File: src/rtl/smb_cfg_pkg.sv
package smb_cfg_pkg;
  typedef enum logic [2:0] {
    ST_IDLE,
    ST_RX,
    ST_RX_ACK,
    ST_TX,
    ST_TX_ACK
  } state_e;

  typedef enum logic [1:0] {
    B_ADDR,
    B_INDEX,
    B_COUNT,
    B_DATA
  } role_e;
endpackage

File: src/rtl/smb_line_sync.sv
module smb_line_sync #(
  parameter int SYNC_STAGES = 2
) (
  input  logic clk_i,
  input  logic rst_ni,
  input  logic scl_i,
  input  logic sda_i,
  output logic scl_o,
  output logic sda_o,
  output logic scl_rise_o,
  output logic scl_fall_o,
  output logic start_o,
  output logic stop_o
);
  // extra stage holds previous synchronised value
  logic [SYNC_STAGES:0] scl_pipe, sda_pipe;

  always_ff @(posedge clk_i or negedge rst_ni) begin
    if (!rst_ni) begin
      scl_pipe <= '1;
      sda_pipe <= '1;
    end else begin
      scl_pipe <= {scl_pipe[SYNC_STAGES-1:0], scl_i};
      sda_pipe <= {sda_pipe[SYNC_STAGES-1:0], sda_i};
    end
  end

  logic scl_prev, sda_prev;
  assign scl_o    = scl_pipe[SYNC_STAGES-1];
  assign sda_o    = sda_pipe[SYNC_STAGES-1];
  assign scl_prev = scl_pipe[SYNC_STAGES];
  assign sda_prev = sda_pipe[SYNC_STAGES];

  assign scl_rise_o = scl_o & ~scl_prev;
  assign scl_fall_o = ~scl_o & scl_prev;
  assign start_o    = scl_o & scl_prev & sda_prev & ~sda_o;
  assign stop_o     = scl_o & scl_prev & ~sda_prev & sda_o;
endmodule

File: src/rtl/smb_cfg_regs.sv
module smb_cfg_regs #(
  parameter int          NUM_REGS = 15,
  parameter int          ADDR_W   = 8,
  parameter int          CNT_IDX  = 8,
  parameter logic [7:0]  CNT_RST  = 8'h0F,
  parameter int          STAT_IDX = 10,
  parameter int          STAT_BIT = 5,
  parameter int          RSV_IDX  = 14,
  parameter int          RSV_BIT  = 7
) (
  input  logic                  clk_i,
  input  logic                  rst_ni,
  input  logic                  we_i,
  input  logic [ADDR_W-1:0]     waddr_i,
  input  logic [7:0]            wdata_i,
  input  logic [ADDR_W-1:0]     raddr_i,
  input  logic                  status_i,
  output logic [7:0]            rdata_o,
  output logic [7:0]            cnt_o,
  output logic [NUM_REGS*8-1:0] cfg_o
);
  logic [7:0] view [NUM_REGS];

  for (genvar g = 0; g < NUM_REGS; g++) begin : g_reg
    localparam logic [7:0] WMASK = (g == STAT_IDX) ? ~(8'h01 << STAT_BIT) :
                                   (g == RSV_IDX)  ? ~(8'h01 << RSV_BIT)  : 8'hFF;
    localparam logic [7:0] RST   = (g == CNT_IDX) ? CNT_RST : 8'h00;
    logic [7:0] q;

    always_ff @(posedge clk_i or negedge rst_ni) begin
      if (!rst_ni)                                 q <= RST;
      else if (we_i && waddr_i == ADDR_W'(g))      q <= wdata_i & WMASK;
    end

    if (g == STAT_IDX) begin : g_stat
      assign view[g] = (q & WMASK) | (status_i ? (8'h01 << STAT_BIT) : 8'h00);
    end else begin : g_plain
      assign view[g] = q;
    end
    assign cfg_o[g*8 +: 8] = view[g];
  end

  always_comb begin
    rdata_o = 8'h00;
    for (int i = 0; i < NUM_REGS; i++)
      if (raddr_i == ADDR_W'(i)) rdata_o = view[i];
  end

  assign cnt_o = view[CNT_IDX];
endmodule

File: src/rtl/smb_cfg_target.sv
module smb_cfg_target
  import smb_cfg_pkg::*;
#(
  parameter logic [6:0] DEV_ADDR    = 7'h69,
  parameter int         NUM_REGS    = 15,
  parameter int         CNT_IDX     = 8,
  parameter int         SYNC_STAGES = 2,
  localparam int        CFG_W       = NUM_REGS * 8
) (
  input  logic             clk_i,
  input  logic             rst_ni,
  input  logic             scl_i,
  input  logic             sda_i,
  output logic             sda_oe_o,
  input  logic             status_i,
  output logic [CFG_W-1:0] cfg_o
);
  localparam int IDX_W = 8;

  logic scl_s, sda_s, scl_rise, scl_fall, start_s, stop_s;

  smb_line_sync #(.SYNC_STAGES(SYNC_STAGES)) u_sync (
    .clk_i, .rst_ni, .scl_i, .sda_i,
    .scl_o(scl_s), .sda_o(sda_s), .scl_rise_o(scl_rise), .scl_fall_o(scl_fall),
    .start_o(start_s), .stop_o(stop_s)
  );

  state_e           state_q;
  role_e            role_q;
  logic [7:0]       shreg_q;
  logic [3:0]       bit_q;
  logic [IDX_W-1:0] idx_q;
  logic [7:0]       wcnt_q;
  logic             rd_q;
  logic             sda_oe_q;

  logic [7:0] rdata, cnt_val;
  logic       rx_done, ack, wr_en;

  assign rx_done = (state_q == ST_RX) && scl_fall && (bit_q == 4'd8) && !start_s && !stop_s;

  always_comb begin
    unique case (role_q)
      B_ADDR:  ack = (shreg_q[7:1] == DEV_ADDR);
      B_DATA:  ack = (wcnt_q != 8'd0);
      default: ack = 1'b1;
    endcase
  end

  assign wr_en = rx_done && (role_q == B_DATA) && (wcnt_q != 8'd0);

  smb_cfg_regs #(.NUM_REGS(NUM_REGS), .ADDR_W(IDX_W), .CNT_IDX(CNT_IDX)) u_regs (
    .clk_i, .rst_ni,
    .we_i(wr_en), .waddr_i(idx_q), .wdata_i(shreg_q),
    .raddr_i(idx_q), .status_i,
    .rdata_o(rdata), .cnt_o(cnt_val), .cfg_o
  );

  always_ff @(posedge clk_i or negedge rst_ni) begin
    if (!rst_ni) begin
      state_q <= ST_IDLE;
      role_q  <= B_ADDR;
      shreg_q <= 8'h00;
      bit_q   <= 4'd0;
      idx_q   <= '0;
      wcnt_q  <= 8'd0;
      rd_q    <= 1'b0;
    end else if (start_s) begin
      state_q <= ST_RX;
      role_q  <= B_ADDR;
      bit_q   <= 4'd0;
    end else if (stop_s) begin
      state_q <= ST_IDLE;
    end else begin
      unique case (state_q)
        ST_RX: begin
          if (scl_rise && bit_q != 4'd8) begin
            shreg_q <= {shreg_q[6:0], sda_s};
            bit_q   <= bit_q + 4'd1;
          end else if (rx_done) begin
            if (!ack) begin
              state_q <= ST_IDLE;
            end else begin
              state_q <= ST_RX_ACK;
              unique case (role_q)
                B_ADDR:  begin rd_q <= shreg_q[0]; role_q <= B_INDEX; end
                B_INDEX: begin idx_q <= shreg_q; role_q <= B_COUNT; end
                B_COUNT: begin wcnt_q <= shreg_q; role_q <= B_DATA; end
                default: begin idx_q <= idx_q + 1'b1; wcnt_q <= wcnt_q - 8'd1; end
              endcase
            end
          end
        end
        ST_RX_ACK: begin
          if (scl_fall) begin
            bit_q <= 4'd0;
            if (rd_q) begin
              rd_q    <= 1'b0;
              shreg_q <= cnt_val;   // count byte leads every read
              state_q <= ST_TX;
            end else begin
              state_q <= ST_RX;
            end
          end
        end
        ST_TX: begin
          if (scl_fall) begin
            if (bit_q == 4'd7) begin
              bit_q   <= 4'd0;
              state_q <= ST_TX_ACK;
            end else begin
              shreg_q <= {shreg_q[6:0], 1'b0};
              bit_q   <= bit_q + 4'd1;
            end
          end
        end
        ST_TX_ACK: begin
          if (scl_rise && sda_s) begin
            state_q <= ST_IDLE;
          end else if (scl_fall) begin
            shreg_q <= rdata;
            idx_q   <= idx_q + 1'b1;
            state_q <= ST_TX;
          end
        end
        default: ;
      endcase
    end
  end

  // registered one cycle behind state, so it moves only after SCL has gone low
  always_ff @(posedge clk_i or negedge rst_ni) begin
    if (!rst_ni) sda_oe_q <= 1'b0;
    else         sda_oe_q <= (state_q == ST_RX_ACK) || (state_q == ST_TX && !shreg_q[7]);
  end

  assign sda_oe_o = sda_oe_q;
endmodule

File: config.mk
export PLATFORM = sky130hd
export DESIGN_NAME = smb_cfg_target
export DESIGN_NICKNAME = d
export VERILOG_FILES = /design/src/rtl/smb_cfg_pkg.sv /design/src/rtl/smb_line_sync.sv /design/src/rtl/smb_cfg_regs.sv /design/src/rtl/smb_cfg_target.sv
export SDC_FILE = /design/constraint.sdc
export NUM_CORES = 1
export LEC_CHECK = 0
export BUFFER_PORTS_ARGS = -buffer_cell sky130_fd_sc_hd__buf_2
export CORE_ASPECT_RATIO = 0.9
export CORE_MARGIN = 1.5
export CORE_UTILIZATION = 50
export CTS_CLUSTER_SIZE = 14
export DETAILED_ROUTE_END_ITERATION = 7
export HOLD_SLACK_MARGIN = 0.02
export PLACE_DENSITY_LB_ADDON = 0.2
export SKIP_CTS_REPAIR_TIMING = 1
export SLEW_MARGIN = 10
export SYNTH_ARGS = -nofsm -noshare
export SYNTH_HDL_FRONTEND = slang
export SYNTH_SLANG_ARGS = --single-unit
export TNS_END_PERCENT = 100
File: constraint.sdc
create_clock -name clk_i -period 2.4 [get_ports clk_i]
set_input_delay 0 -clock clk_i [delete_from_list [all_inputs] [get_ports clk_i]]
set_output_delay 0 -clock clk_i [all_outputs]
set_load 0.005 [all_outputs]
# After elaboration in Yosys (flattened, before gate mapping)
# Cells that the tools add are included.
# Widths: inputs -> output; s select.
# totals
reg_bits,159
latchBits,0
ramBits,0
mem_bits_ro,0
memories,0
# classes
add_sub_neg,3
n_mul,0
div_mod_pow,0
order_cmp,0
eq_ne,48
shifts,0
muxes,65
bitwise_logic,16
n_reduce_logical,49
# op_table
op,count
$mux 8,27
$eq 8x4->1 const B,7
$pmux 8 s2,3
$eq 8x3->1 const B,4
$pmux 8 s4,1
$mux 3,9
$logic_and 1x1->1,24
$mux 4,6
$ne 2x2->1 const B,12
$ne 4x4->1 const B,6
$eq 8x2->1 const B,2
$mux 2,8
$reduce_and 7->1,2
$pmux 3 s4,1
$pmux 4 s3,1
$reduce_bool 4->1,3
$reduce_and 10->1,1
$reduce_bool 2->1,5
$reduce_and 9->1,1
$add 8x1->8 const B,1
$eq 8x1->1 const B,1
$logic_not 8->1,1
$not 1->1,8
$or 8x8->8,1
other kinds (28),46

# Logic depth before layout (Yosys ltp)
# depth
ltp_word,19
depth_mapped,11
ltp_nobuf,8

# By module
# Synthesis repeated with hierarchy kept, for this count alone.
# hier_totals
cells_unflattened,772
hier_area_um2,8599.5
# modules_own_cells
module,instances,cells_each,area_each_um2
smb_cfg_regs,1,479,5913.2
smb_cfg_target,1,283,2496.1
smb_line_sync,1,10,190.2

# Worst setup path after synthesis
# No wires, ideal clock.
# synth_timing
path_kind,register to register
start,register idx_q[1]
end,register u_regs.g_reg[9].q[0]
arrival_ps,2147
required_ps,2275
slack_ps,128
path_stages_with_launch,8
period_less_slack_ps,2272
path_cell_list,dfrtp_1 > inv_1 > ha_1 > buf_2 > clkbuf_1 > nand2_1 > nor3_4 > mux2_2
# synth_via
elab_chain_cells,2
# synth_rtl
item,line,source
"start, declared",smb_cfg_target.sv:32,logic [IDX_W-1:0] idx_q;
"start signal, assigned",smb_cfg_target.sv:89,default: begin idx_q <= idx_q + 1'b1; wcnt_q <= wcnt_q - 8'd1; end
"start signal, assigned",smb_cfg_target.sv:122,idx_q <= idx_q + 1'b1;
$eq 8x4->1,smb_cfg_regs.sv:32,else if (we_i && waddr_i == ADDR_W'(g)) q <= wdata_i & WMASK;
$logic_and 1x1->1,smb_cfg_regs.sv:32,
"end signal, assigned",smb_cfg_regs.sv:32,
"end, declared",smb_cfg_regs.sv:28,logic [7:0] q;
# Every way passes these cells.
# A chain may end at the register's enable or synchronous reset.

# Final worst setup path
# layout_timing
start,register idx_q[4]
end,register shreg_q[4]
# layout_via
elab_chain_cells,19
# layout_rtl
item,line,source
$logic_not 8->1,smb_cfg_regs.sv:46,if (raddr_i == ADDR_W'(i)) rdata_o = view[i];
$mux 8 (14 in a row),smb_cfg_regs.sv:46,
$mux 8 (*),smb_cfg_regs.sv:46,
$mux 8 (*),smb_cfg_target.sv:120,end else if (scl_fall) begin
$mux 8 (*),smb_cfg_target.sv:118,if (scl_rise && sda_s) begin
$pmux 8 s4 (*),smb_cfg_target.sv:75,unique case (state_q)
"end signal, assigned",smb_cfg_target.sv:78,"shreg_q <= {shreg_q[6:0], sda_s};"
"end signal, assigned",smb_cfg_target.sv:112,"shreg_q <= {shreg_q[6:0], 1'b0};"
"end signal, assigned",smb_cfg_target.sv:121,shreg_q <= rdata;
"end, declared",smb_cfg_target.sv:30,logic [7:0] shreg_q;
# Every way passes the cells marked *; elsewhere a longest branch is shown, timed or not. The select of a mux whose other input is x is not followed.

==> results.cfg <==
[worst_setup_path]
path_max_fanout = 17
critPathKind = reg -> reg
required_ns = 2.73
critPathArrivalTime_ns = 2.64
crit_path_start_kind = flop
end_kind = flop

[clock_network]
cts_root_buf = clkbuf_16
insertion_delay_ns = 0.43
cts_made_buffers = 17
cts_tree = done
clockBufferDepth = 2
clkTransAtPathRegs_ns = 0.07
h-tree-depth = 4
cts.sinks = 159

[sta]
tns_ns = 0
slew_headroom = 0.589
finalSetupViolCount = 0
finalClockSkew_ns = 0.0117
fin_crit_ns = 2.32
setup_ws_ns = 0.0844
timing.fmax_mhz = 432
period_share = 0.965
final_hold_viol_count = 0
worst_pin_slew_ns = 0.616
drv_slew = 0

[routing]
firstDrtPassIters = 7
drtAntennaViolNets = 0
initialDrtViolationCount = 1047
wl_mm = 29.7
route.detailed.vias_per_inst = 6.15
vias = 8046
wl_per_cell_um = 22.7
drc = 0

[power_and_ir_drop]
clockPowerShare = 0.252
p_seq_frac = 0.284
power.density_nw_per_um2 = 955
leakage_nw = 5.41
internal_power_mw = 6.16
ir_drop_v = 0.000647
power_switching_mw = 4.43
switching_share = 0.419
power_frac_comb = 0.464

[finish]
area_growth_pct = 25.7
diodes = 0
drive_above_1_share = 0.387
n_fill_cell = 1419
nets = 1078
utilization = 0.650
final_cell_area_um2 = 11100
final_cells = 1308

[yosys]
yosys_warnings = 0
syn-num-nets = 893
syn_inst = 875
synth_cell_type_count = 73
netlist_area_um2 = 8820
synthFlopType = dfrtp_1
async_flop_share = 1.00
ys_ff_latch = 159
syn_avg_cell_area_um2 = 10.1
synth_enable_flop_cells = 0
seq_area_frac_synth = 0.453

[floorplanning]
dieArea_um2 = 18400
start_util = 0.517
die_h_um = 129
rows = 45
die_x_um = 143
core_um2 = 17100
io_pins = 126

[global_routing]
grt_max_degree = 66
antenna_found_initial = 0
grt_pass1_vias = 7469
grt_overflow = 0
gr-usage-all-layers = 0.330
grt_pass1_wl_mm = 45.1

[placed_design]
hpwl_mm = 21.0
placedInstanceArea_um2 = 10300
portBuffers = 124
dp.cells = 1265
dpl_worst_slack_ns = 0.0388
place_congestion = 0.991

[outcome]
outcome = finished, final reports clean

[worst_hold_path]
holdCritPathClass = in -> async

[flow_run]
drv_cap = 0
[cells by family (layout without fill, tap and decap cells)]
logic type | after synthesis | in the layout | synth area share
AOI/OAI and AO/OA | 248 | 248 | 0.187
and+or+nand+nor | 244 | 244 | 0.148
DFF | 159 | 159 | 0.453
muxes | 119 | 119 | 0.150
buffers and inverters | 89 | 287 | 0.0416
adders and majority gates | 13 | 13 | 0.0184
xor gates and xnor gates | 2 | 2 | 0.00199
other | 1 | 1 | 0.000425
[Yosys cell counts, drive strengths merged (9+ instances only)]
cell    instances  area share
nand2b         14      0.0099
nor3           14       0.014
a32oi           9      0.0089
mux2i          12       0.014
a21oi          57       0.032
ha             13       0.018
a31oi           9      0.0064
buf            21       0.013
inv            27       0.011
o221ai          9      0.0089
a221oi         11       0.011
nor2           52       0.025
o21ai          65       0.037
nor2b          13      0.0092
mux2          107        0.14
dfstp          10       0.030
nand3          17       0.010
o22ai          13      0.0092
nand2          88       0.038
clkbuf         41       0.017
dfrtp         149        0.42
[metrics by stage]
| stage | hold WS, ns | power (mW) |
|---|---|---|
| floorplan | -0.296 | 5.65 |
| global placement | 0.0331 | 7.63 |
| detailed placement | 0.0328 | 7.62 |
| CTS | -0.426 | 10.3 |
| global route | 0.200 | 11.0 |
| finish | 0.132 | 10.6 |
[layout make-up]
| class | count | area [µm²] | share of cell area |
|---|---|---|---|
| inverters | 27 | 101 | 0.00914 |
| multi-input cells | 627 | 4550 | 0.410 |
| clock buffers | 19 | 433 | 0.0391 |
| well taps | 235 | 294 | 0.0265 |
| flip-flops and latches | 159 | 3990 | 0.360 |
| repair buffers | 228 | 1580 | 0.143 |
| clock inverters | 13 | 134 | 0.0121 |
[routing by layer]
metal	wire [µm]	global-route usage	part of all wire
met2	13100	0.487	0.44
met3	2540	0.0767	0.086
met4	842	0.115	0.028
met1	13200	0.478	0.44
met5	0	0	0
[power groups by stage]
stage               sequential [mW]  clock, mW  combinational, mW
CTS                            3.00       2.72               4.61
global route                   3.03       2.81               5.19
global placement               3.04          0               4.60
floorplan                      2.99          0               2.66
finish                         3.01       2.66               4.91
detailed placement             3.04          0               4.58
[path summary, 6_finish.rpt]
kind	start	endpoint	slack, ns	cells after the start
max	idx_q[4]$_DFFE_PN0P_	shreg_q[4]$_DFFE_PN0P_	0.08	7
min	rst_ni	u_regs.g_reg[6].q[2]$_DFFE_PN0P_	0.13	2
max reg2reg	idx_q[4]$_DFFE_PN0P_	shreg_q[4]$_DFFE_PN0P_	0.08	7
min reg2reg	u_sync.scl_pipe[0]$_DFF_PN1_	u_sync.scl_pipe[1]$_DFF_PN1_	0.36	0
max in group asynchronous	rst_ni	u_sync.sda_pipe[2]$_DFF_PN1_	1.49	3
min in group clk_i	status_i	cfg_o[85]	0.20	2
[flip-flops by register name, indices dropped and copies added (netlist names)]
register and cells:
shreg_q 8, role_q 2, state_q 3, wcnt_q 8
bit_q 4, u_regs.cnt_o 8, u_regs.g.q 110, idx_q 8
sda_oe_o 1, u_sync.scl_pipe 3, rd_q 1, u_sync.sda_pipe 3
[worst max-delay path, stage by stage (launching register included)]
cell and delay (ns):
dfrtp_1 0.46, nor4_4 0.33, buf_12 0.19, nand2_1 0.13
o32ai_1 0.42, a311o_1 0.19, o221ai_1 0.18, a221oi_1 0.31
[cells in the final DEF (no fill, tap or decap), types with 7 or more instances in the layout]
cell type | synthesis | layout
buf_2 | 11 | 123
nand2_1 | 86 | 85
buf_12 | 0 | 13
nand2b_1 | 14 | 13
a21oi_1 | 57 | 56
a31oi_1 | 9 | 9
a32oi_1 | 9 | 9
a22oi_1 | 7 | 7
o21ai_0 | 65 | 65
ha_1 | 13 | 10
nand3_1 | 16 | 16
nor2b_1 | 13 | 13
inv_1 | 27 | 26
mux2_2 | 107 | 107
dfstp_2 | 10 | 10
nor3_1 | 9 | 9
buf_4 | 5 | 87
a221oi_1 | 11 | 10
clkbuf_16 | 0 | 17
o22ai_1 | 13 | 13
o221ai_1 | 9 | 9
nand3b_1 | 7 | 7
a21o_1 | 7 | 7
nor2_1 | 45 | 44
dfrtp_1 | 149 | 149
mux2i_1 | 12 | 12
Note: power is estimated with default switching activity, not from simulation.
